[config.mk]
export PLATFORM = sky130hd
export DESIGN_NAME = sioWindowDecoder
export DESIGN_NICKNAME = d
export VERILOG_FILES = /design/src/rtl/sioDecoderPkg.sv /design/src/rtl/sioWindowMatch.sv /design/src/rtl/sioDatapath.sv /design/src/rtl/sioControl.sv /design/src/rtl/sioWindowDecoder.sv
export SDC_FILE = /design/constraint.sdc
export NUM_CORES = 1
export LEC_CHECK = 0
export CORE_AREA = 2 2 58 46
export DETAILED_ROUTE_END_ITERATION = 8
export DIE_AREA = 0 0 60 48
export DONT_BUFFER_PORTS = 1
export HOLD_SLACK_MARGIN = 0.06
export MAX_ROUTING_LAYER = met4
export PLACE_DENSITY = 0.71
export SYNTH_ARGS = -nofsm -noshare
export SYNTH_HDL_FRONTEND = slang
export SYNTH_SLANG_ARGS = --single-unit
export TNS_END_PERCENT = 20
[constraint.sdc]
create_clock -name clk -period 1.55 [get_ports clk]
set_input_delay 0.155 -clock clk [delete_from_list [all_inputs] [get_ports clk]]
set_output_delay 0.155 -clock clk [all_outputs]
set_load 0.005 [all_outputs]
[src/rtl/sioDecoderPkg.sv]
package sioDecoderPkg;
  typedef enum logic [1:0] {
    ST_IDLE = 2'd0,
    ST_REQ  = 2'd1,
    ST_ACK  = 2'd2
  } sioState_t;

  typedef struct packed {
    logic capture;
    logic ramReq;
    logic ack;
  } sioCtl_t;
endpackage

[src/rtl/sioWindowMatch.sv]
module sioWindowMatch #(
  parameter int ADDR_W     = 16,
  parameter int PAGE_W     = 8,
  parameter int SIZE_SEL_W = 2,
  parameter int AM_W       = 6,
  parameter int OFF_W      = 11,
  parameter int BASE_W     = 8,
  parameter logic [AM_W-1:0] AM_STRICT = 6'h2D,
  parameter logic [AM_W-1:0] AM_EXTRA  = 6'h29
) (
  input  logic [ADDR_W-1:0]     byteAddr,
  input  logic [AM_W-1:0]       addrMod,
  input  logic                  enable,
  input  logic [SIZE_SEL_W-1:0] sizeSel,
  input  logic [BASE_W-1:0]     base,
  input  logic                  amWide,
  output logic                  match,
  output logic [OFF_W-1:0]      offset
);
  logic [BASE_W-1:0] ignoreMask;
  logic [OFF_W-1:0]  offMask;
  logic              amOk;

  always_comb begin
    ignoreMask = (BASE_W'(1) << sizeSel) - BASE_W'(1);
    offMask    = (OFF_W'(1) << (PAGE_W + int'(sizeSel))) - OFF_W'(1);
    amOk       = (addrMod == AM_STRICT) || (amWide && (addrMod == AM_EXTRA));
    match      = enable && amOk &&
                 (((byteAddr[ADDR_W-1:PAGE_W] ^ base) & ~ignoreMask) == '0);
    offset     = byteAddr[OFF_W-1:0] & offMask;
  end
endmodule

[src/rtl/sioDatapath.sv]
module sioDatapath
  import sioDecoderPkg::*;
#(
  parameter int ADDR_W     = 16,
  parameter int PAGE_W     = 8,
  parameter int SIZE_SEL_W = 2,
  parameter int AM_W       = 6,
  parameter int OFF_W      = 11,
  parameter int BASE_W     = 8,
  parameter int NUM_WIN    = 2,
  parameter int LANES      = 4,
  parameter logic [AM_W-1:0] AM_STRICT = 6'h2D,
  parameter logic [AM_W-1:0] AM_EXTRA  = 6'h29
) (
  input  logic                                clk,
  input  logic                                rstN,
  input  logic [ADDR_W-1:1]                   addrBus,
  input  logic [AM_W-1:0]                     addrMod,
  input  logic                                addrStb,
  input  logic [1:0]                          dataStb,
  input  logic                                longWord,
  input  logic                                writeReq,
  input  logic [NUM_WIN-1:0]                  winEnable,
  input  logic [NUM_WIN-1:0][SIZE_SEL_W-1:0]  winSize,
  input  logic [NUM_WIN-1:0][BASE_W-1:0]      winBase,
  input  logic [NUM_WIN-1:0]                  winAmWide,
  input  sioCtl_t                             ctl,
  output logic                                hit,
  output logic                                winSel,
  output logic [OFF_W-1:0]                    ramOffset,
  output logic [LANES-1:0]                    byteEn,
  output logic                                ramWrite
);
  logic [ADDR_W-1:0]             byteAddr;
  logic                          oddOnly;
  logic                          shapeOk;
  logic [1:0]                    laneBase;
  logic [LANES-1:0]              laneNext;
  logic [NUM_WIN-1:0]            winMatch;
  logic [NUM_WIN-1:0][OFF_W-1:0] winOff;
  logic                          selHigh;

  assign oddOnly  = (dataStb == 2'b01);
  assign byteAddr = {addrBus, oddOnly};
  assign laneBase = {addrBus[1], oddOnly};

  for (genvar w = 0; w < NUM_WIN; w++) begin : gWin
    sioWindowMatch #(
      .ADDR_W(ADDR_W), .PAGE_W(PAGE_W), .SIZE_SEL_W(SIZE_SEL_W), .AM_W(AM_W),
      .OFF_W(OFF_W), .BASE_W(BASE_W), .AM_STRICT(AM_STRICT), .AM_EXTRA(AM_EXTRA)
    ) uMatch (
      .byteAddr(byteAddr),
      .addrMod (addrMod),
      .enable  (winEnable[w]),
      .sizeSel (winSize[w]),
      .base    (winBase[w]),
      .amWide  (winAmWide[w]),
      .match   (winMatch[w]),
      .offset  (winOff[w])
    );
  end

  always_comb begin
    shapeOk = (dataStb != 2'b00) &&
              (!longWord || ((dataStb == 2'b11) && !addrBus[1]));
    unique case ({longWord, dataStb})
      3'b010, 3'b001: laneNext = LANES'(1) << laneBase;
      3'b011:         laneNext = LANES'(2'b11) << laneBase;
      3'b111:         laneNext = '1;
      default:        laneNext = '0;
    endcase
    hit     = addrStb && shapeOk && (|winMatch);
    selHigh = winMatch[NUM_WIN-1];
  end

  always_ff @(posedge clk or negedge rstN) begin
    if (!rstN) begin
      winSel    <= 1'b0;
      ramOffset <= '0;
      byteEn    <= '0;
      ramWrite  <= 1'b0;
    end else if (ctl.capture) begin
      winSel    <= selHigh;
      ramOffset <= selHigh ? winOff[NUM_WIN-1] : winOff[0];
      byteEn    <= laneNext;
      ramWrite  <= writeReq;
    end
  end
endmodule

[src/rtl/sioControl.sv]
module sioControl
  import sioDecoderPkg::*;
(
  input  logic    clk,
  input  logic    rstN,
  input  logic    hit,
  input  logic    addrStb,
  input  logic    ramRdy,
  output sioCtl_t ctl
);
  sioState_t state, stateNext;

  always_comb begin
    stateNext = state;
    unique case (state)
      ST_IDLE: if (hit) stateNext = ST_REQ;
      ST_REQ: begin
        if (!addrStb)    stateNext = ST_IDLE;
        else if (ramRdy) stateNext = ST_ACK;
      end
      ST_ACK:  if (!addrStb) stateNext = ST_IDLE;
      default: stateNext = ST_IDLE;
    endcase
    ctl.capture = (state == ST_IDLE) && hit;
    ctl.ramReq  = (state == ST_REQ);
    ctl.ack     = (state == ST_ACK);
  end

  always_ff @(posedge clk or negedge rstN) begin
    if (!rstN) state <= ST_IDLE;
    else       state <= stateNext;
  end
endmodule

[src/rtl/sioWindowDecoder.sv]
module sioWindowDecoder
  import sioDecoderPkg::*;
#(
  parameter int ADDR_W     = 16,
  parameter int PAGE_W     = 8,
  parameter int SIZE_SEL_W = 2,
  parameter int AM_W       = 6,
  parameter int LANES      = 4,
  parameter logic [AM_W-1:0] AM_STRICT = 6'h2D,
  parameter logic [AM_W-1:0] AM_EXTRA  = 6'h29,
  localparam int BASE_W    = ADDR_W - PAGE_W,
  localparam int OFF_W     = PAGE_W + (1 << SIZE_SEL_W) - 1
) (
  input  logic                  clk,
  input  logic                  rstN,
  input  logic [ADDR_W-1:1]     addrBus,
  input  logic [AM_W-1:0]       addrMod,
  input  logic                  addrStb,
  input  logic [1:0]            dataStb,
  input  logic                  longWord,
  input  logic                  writeReq,
  input  logic                  ramRdy,
  input  logic                  priEnable,
  input  logic [SIZE_SEL_W-1:0] priSize,
  input  logic [BASE_W-1:0]     priBase,
  input  logic                  priAmWide,
  input  logic [SIZE_SEL_W-1:0] secSize,
  input  logic [BASE_W-1:0]     secBase,
  input  logic                  secAmWide,
  output logic                  hit,
  output logic                  winSel,
  output logic [OFF_W-1:0]      ramOffset,
  output logic [LANES-1:0]      byteEn,
  output logic                  ramWrite,
  output logic                  ramReq,
  output logic                  ack
);
  sioCtl_t ctl;

  sioDatapath #(
    .ADDR_W(ADDR_W), .PAGE_W(PAGE_W), .SIZE_SEL_W(SIZE_SEL_W), .AM_W(AM_W),
    .OFF_W(OFF_W), .BASE_W(BASE_W), .NUM_WIN(2), .LANES(LANES),
    .AM_STRICT(AM_STRICT), .AM_EXTRA(AM_EXTRA)
  ) uData (
    .clk      (clk),
    .rstN     (rstN),
    .addrBus  (addrBus),
    .addrMod  (addrMod),
    .addrStb  (addrStb),
    .dataStb  (dataStb),
    .longWord (longWord),
    .writeReq (writeReq),
    .winEnable({1'b1, priEnable}),
    .winSize  ({secSize, priSize}),
    .winBase  ({secBase, priBase}),
    .winAmWide({secAmWide, priAmWide}),
    .ctl      (ctl),
    .hit      (hit),
    .winSel   (winSel),
    .ramOffset(ramOffset),
    .byteEn   (byteEn),
    .ramWrite (ramWrite)
  );

  sioControl uCtl (
    .clk    (clk),
    .rstN   (rstN),
    .hit    (hit),
    .addrStb(addrStb),
    .ramRdy (ramRdy),
    .ctl    (ctl)
  );

  assign ramReq = ctl.ramReq;
  assign ack    = ctl.ack;
endmodule

== Yosys cells after proc, flatten, opt, wreduce, memory -nomap -nowiden ==
Cells that the tools add are included.
Operators by class
  shift operators: 6
  $add $sub $neg: 6
  muxes and demuxes: 7
  equality and inequality tests: 13
  reduce and logical (&&, ||, !) cells: 22
  bitwise gates (word level): 8
Operator list (number)
  $and 11x11->11: 2
  $shl 1x5->11 const A: 2
  $sub 11x2->11 const B: 2
  $and 8x8->8: 2
  $logic_not 8->1: 2
  $not 8->8: 2
  $shl 1x2->8 const A: 2
  $sub 8x2->8 const B: 2
  $xor 8x8->8: 2
  $eq 6x6->1 const B: 2
  $pmux 4 s3: 1
  $mux 11: 1
  $add 4x2->5 const A: 2
  $logic_and 1x1->1: 10
  $mux 2: 4
  $eq 3x2->1 const B: 2
  $pmux 2 s3: 1
  $eq 2x1->1 const B: 2
  $eq 2x2->1 const B: 2
  $reduce_or 2->1: 2
  $shl 1x2->4 const A: 1
  $shl 2x2->4 const A: 1
  $eq 3x1->1 const B: 1
  $eq 3x3->1 const B: 1
  8 further kinds: 11
Word-level totals
  bits of input ports: 52
  register bits: 19
  output and inout port bits: 20

== Depth between registers and ports, before layout ==
  depth after elaboration: 10
  mapped depth: 8

== By module ==
A second synthesis with hierarchy kept.
Second synthesis, totals
  cells, all modules: 154
  area total of the unflattened synthesis: 1472.7 um2
Modules (own cells, without submodules)
  sioDatapath: times used 1, area an instance 810.8 um2, cells an instance 78, sequential area each 425.4 um2
  sioWindowMatch: times used 2, area an instance 272.8 um2, cells an instance 33, sequential area each 0.0 um2
  sioControl: times used 1, area an instance 112.6 um2, cells an instance 9, sequential area each 50.0 um2
  sioWindowDecoder: times used 1, area an instance 3.8 um2, cells an instance 1, sequential area each 0.0 um2

== Worst setup path before layout ==
Ideal clock, no wire load.
  kind: input -> register
  from: in addrMod[4]
  to: reg uData.byteEn[3]
  library setup time: 0.125 ns
  arrival: 2.076 ns
  stages on the path: 8
  path buffers: 3
  slack: -0.651 ns
  path through: nand4b_1 -> or4_1 -> buf_2 -> nor4_2 -> o2111a_1 -> buf_6 -> buf_12 -> mux2_4
Between the ends
  longest elaborated chain between the ends: 8
RTL lines
  from (decl): RTL line sioWindowDecoder.sv:17  | input logic [AM_W-1:0] addrMod,
  $eq 6x6->1: RTL line sioWindowMatch.sv:27  | amOk = (addrMod == AM_STRICT) || (amWide && (addrMod == AM_EXTRA));
  $logic_and 1x1->1: RTL line sioWindowMatch.sv:27
  $logic_or 1x1->1: RTL line sioWindowMatch.sv:27
  $logic_and 1x1->1 (2 in series): RTL line sioWindowMatch.sv:28  | match = enable && amOk &&
  $reduce_or 2->1 *: RTL line sioDatapath.sv:72  | hit = addrStb && shapeOk && (|winMatch);
  $logic_and 1x1->1 *: RTL line sioDatapath.sv:72
  $logic_and 1x1->1 *: RTL line sioControl.sv:24  | ctl.capture = (state == ST_IDLE) && hit;
  to (signal assigned): RTL line sioDatapath.sv:85  | byteEn <= laneNext;
  to (decl): RTL line sioDatapath.sv:31  | output logic [LANES-1:0] byteEn,
Mark *: on every way between the ends. The rest lies on a longest branch, timed or not.
A chain may end at the register's enable or synchronous reset.

== Final worst setup path ==
  from: in addrMod[4]
  to: reg uData.ramOffset[4]
Between the ends
  longest elaborated chain between the ends: 8
RTL lines
  $eq 6x6->1: RTL line sioWindowMatch.sv:27
  $logic_and 1x1->1: RTL line sioWindowMatch.sv:27
  $logic_or 1x1->1: RTL line sioWindowMatch.sv:27
  $logic_and 1x1->1 (2 in series): RTL line sioWindowMatch.sv:28
  $reduce_or 2->1: RTL line sioDatapath.sv:72
  $logic_and 1x1->1: RTL line sioDatapath.sv:72
  $logic_and 1x1->1: RTL line sioControl.sv:24
  to (signal assigned): RTL line sioDatapath.sv:84  | ramOffset <= selHigh ? winOff[NUM_WIN-1] : winOff[0];
  to (decl): RTL line sioDatapath.sv:30  | output logic [OFF_W-1:0] ramOffset,
Several ways; a longest one is shown, not always the timed one.

==> flow_metrics.py <==
metrics = {
    "power": {
        "leakage_nw": 0.659,
        "irDropWorstVdd_mv": 0.571,
        "switching_share_pct": 22.7,
        "seq_power_share_pct": 56.0,
        "net-switching-power_uw": 202,
        "power_density_nw_per_um2": 578,
        "p_int_uw": 688,
        "fin_total_pwr_uw": 890,
        "pwr-share-clk_pct": 26.5,
        "p_comb_share_pct": 17.4,
    },
    "routing": {
        "drtIter0Drc": 30,
        "drtAntennaViolNets": 0,
        "first_pass_iters": 4,
        "drc": 0,
        "vias_per_cell": 5.61,
        "routedWlPerCell_um": 16.1,
        "wl_um": 2630,
        "vias": 914,
    },
    "yosys": {
        "synth_fp_nets": 158,
        "synthArstFlopShare_pct": 100,
        "synth_cell_types": 38,
        "synth_edf_count": 0,
        "synth.cell_area_um2": 1220,
        "ys.flop_type": "dfrtp_1",
        "yosysWarnings": 0,
        "synth_cells": 106,
        "syn-mean-instance-area_um2": 11.5,
        "ys_ff_latch": 19,
        "ys_seq_area_share_pct": 39.0,
    },
    "place": {
        "port-buffer-count": 0,
        "place_congestion": 0.753,
        "hpwlAfterDp_um": 1930,
        "dp_slack_ns": -0.586,
        "postPlaceCellArea_um2": 1320,
    },
    "critical_path": {
        "rrSetupSlack_ns": 0.12,
        "crit_end": "uData.ramOffset[4]",
        "reg2reg_depth": 4,
        "startpoint_type": "input port",
        "critPathArrivalTime_ns": 1.92,
        "crit_path_end_kind": "flip-flop",
        "reg2reg_to": "uCtl.state[1]",
        "cp_max_fo": 9,
        "cp-startpoint": "addrMod[4]",
        "r2r-start": "uCtl.state[0]",
        "crit_type": "in2reg",
        "worstPathRequired_ns": 1.73,
    },
    "cts": {
        "htreeDepth": 1,
        "cts_setup_buffers": 0,
        "cts_tree": "yes",
        "clk_pin_slew_ns": 0.10,
        "clockBufferDepth": 2,
        "clock-sinks": 19,
        "clock_latency_ns": 0.29,
        "cts_buffers": 3,
        "cts_root_buffer": "clkbuf_4",
    },
    "floorplanning": {
        "core_um2": 2270,
        "pin_count": 72,
        "die_y_um": 48,
        "initial_core_util_pct": 53.7,
        "rows": 15,
        "die_w_um": 60,
        "dieArea_um2": 2880,
    },
    "grt": {
        "grt_pass1_wl_um": 3760,
        "grt_overflow": 0,
        "grt_max_degree": 20,
        "grt_usage_pct": 18.3,
        "first_global_vias": 835,
        "antenna_found_initial": 0,
    },
    "cells_and_area": {
        "final_common_cell": "dfrtp_1",
        "layout-drive-gt1-share_pct": 30.2,
        "area_growth_pct": 26.3,
        "final_cell_mix": "dfrtp_1, mux2_4, dlygate4sd3_1, xnor2_1, buf_4",
        "fill_cells": 168,
        "nets": 182,
        "fin_util_pct": 67.8,
        "antenna_cells": 0,
        "fin_area_um2": 1540,
    },
    "sta": {
        "fmax_ghz": 0.573,
        "timing.final.ws_setup_ns": -0.196,
        "finalMaxSlewViolations": 0,
        "worst_pin_slew_ns": 0.802,
        "slew_headroom_pct": 46.3,
        "finalSetupViolCount": 18,
        "hold_viol": 0,
        "fin_crit_sh_pct": 113,
        "finalCriticalPeriod_ns": 1.75,
        "finClkSkew_ns": 0.00254,
        "rsz0062_at_grt": "yes",
        "holdWs_ns": 0.130,
    },
    "run": {
        "maxCapViolCount": 0,
    },
    "outcome": {
        "violations": "negative setup slack",
        "status": "finished, violations left",
    },
    "worst_hold_path": {
        "hp-class": "in2reg",
    },
}
## cells in the mapped netlist, drive strengths merged (2+ instances only)
library cell	instances	area, um^2
nor4	2	18.8
dfrtp	19	475
nor2	3	11.3
nand2	5	18.8
nand2b	3	18.8
buf	3	36.3
xor2	4	35.0
a21oi	3	15.0
nor4b	2	17.5
inv	2	7.51
or4	4	33.8
nor2b	4	25.0
a21boi	4	30.0
and3	2	12.5
o41ai	2	17.5
xnor2	12	105
mux2	16	210
## sequential cells by signal, summed over array words and instances, names as in the netlist
name,count
uData.ramWrite,1
uCtl.state,2
uData.ramOffset,11
uData.winSel,1
uData.byteEn,4
## how the worst min path moves through the flow
stage | start | to | slack, ns | cells past startpoint
after global placement | rstN | uData.ramOffset[10] | -0.14 | 0
after detailed placement | rstN | uData.ramOffset[10] | -0.14 | 0
after global routing | dataStb[1] | uData.ramOffset[0] | 0.14 | 2
final | dataStb[1] | uData.ramOffset[0] | 0.13 | 2
after CTS | dataStb[1] | uData.ramOffset[0] | 0.11 | 2
after floorplan | rstN | uCtl.state[0] | -0.14 | 0
## final cells by class
type | instances | area, um^2 | area share, %
clock buffers | 4 | 26.3 | 1.71
inverters | 2 | 7.51 | 0.488
well taps | 34 | 42.5 | 2.76
multi-input cells | 82 | 759 | 49.3
flip-flops and latches | 19 | 475 | 30.9
repair buffers | 22 | 228 | 14.8
## critical path, cell delays in order
cell and delay [ns]:
nand4b_1 0.17, or4_4 0.56, nor4b_4 0.26, o2111a_2 0.29
clkbuf_16 0.19, mux2_4 0.30
## per-layer routing
layer	GRT usage [%]	up-vias	wire, um
li1	-	438	-
met1	23.2	437	1160
met2	29.1	39	1270
met3	7.03	0	199
met4	1.33	0	0
met5	-	-	0
## power groups by stage
stage | clock network, mW | registers, mW | logic [mW]
3_5_place_dp | 0 | 0.509 | 0.116
3_3_place_gp | 0 | 0.509 | 0.113
4_1_cts | 0.244 | 0.499 | 0.152
6_report | 0.236 | 0.499 | 0.155
5_1_grt | 0.276 | 0.499 | 0.171
2_1_floorplan | 0 | 0.508 | 0.0842
## kinds of logic after synthesis
family | synth area share (%)
flops | 39.0
buf+inv | 3.59
simple gates | 16.5
compound gates | 11.3
mux | 18.1
xor+xnor | 11.5
## repair_timing
| item | 4_1_cts | 5_1_grt |
|---|---|---|
| gates cloned | 0 | 1 |
| pin swaps | 2 | 0 |
| endpoints found under the hold margin | 30 | 0 |
| hold buffers | 13 | 0 |
| gates resized for setup | 3 | 10 |
| setup endpoints to repair | 18 | 19 |
## per-stage QoR
step                      instances  TNS [ns]
final                           163     -3.00
after floorplan                 106     -7.49
after CTS                       162     -2.62
after global placement          145     -8.99
after detailed placement        145     -9.82
after global routing            163     -3.61
Note: power is estimated with default switching activity, not from simulation.
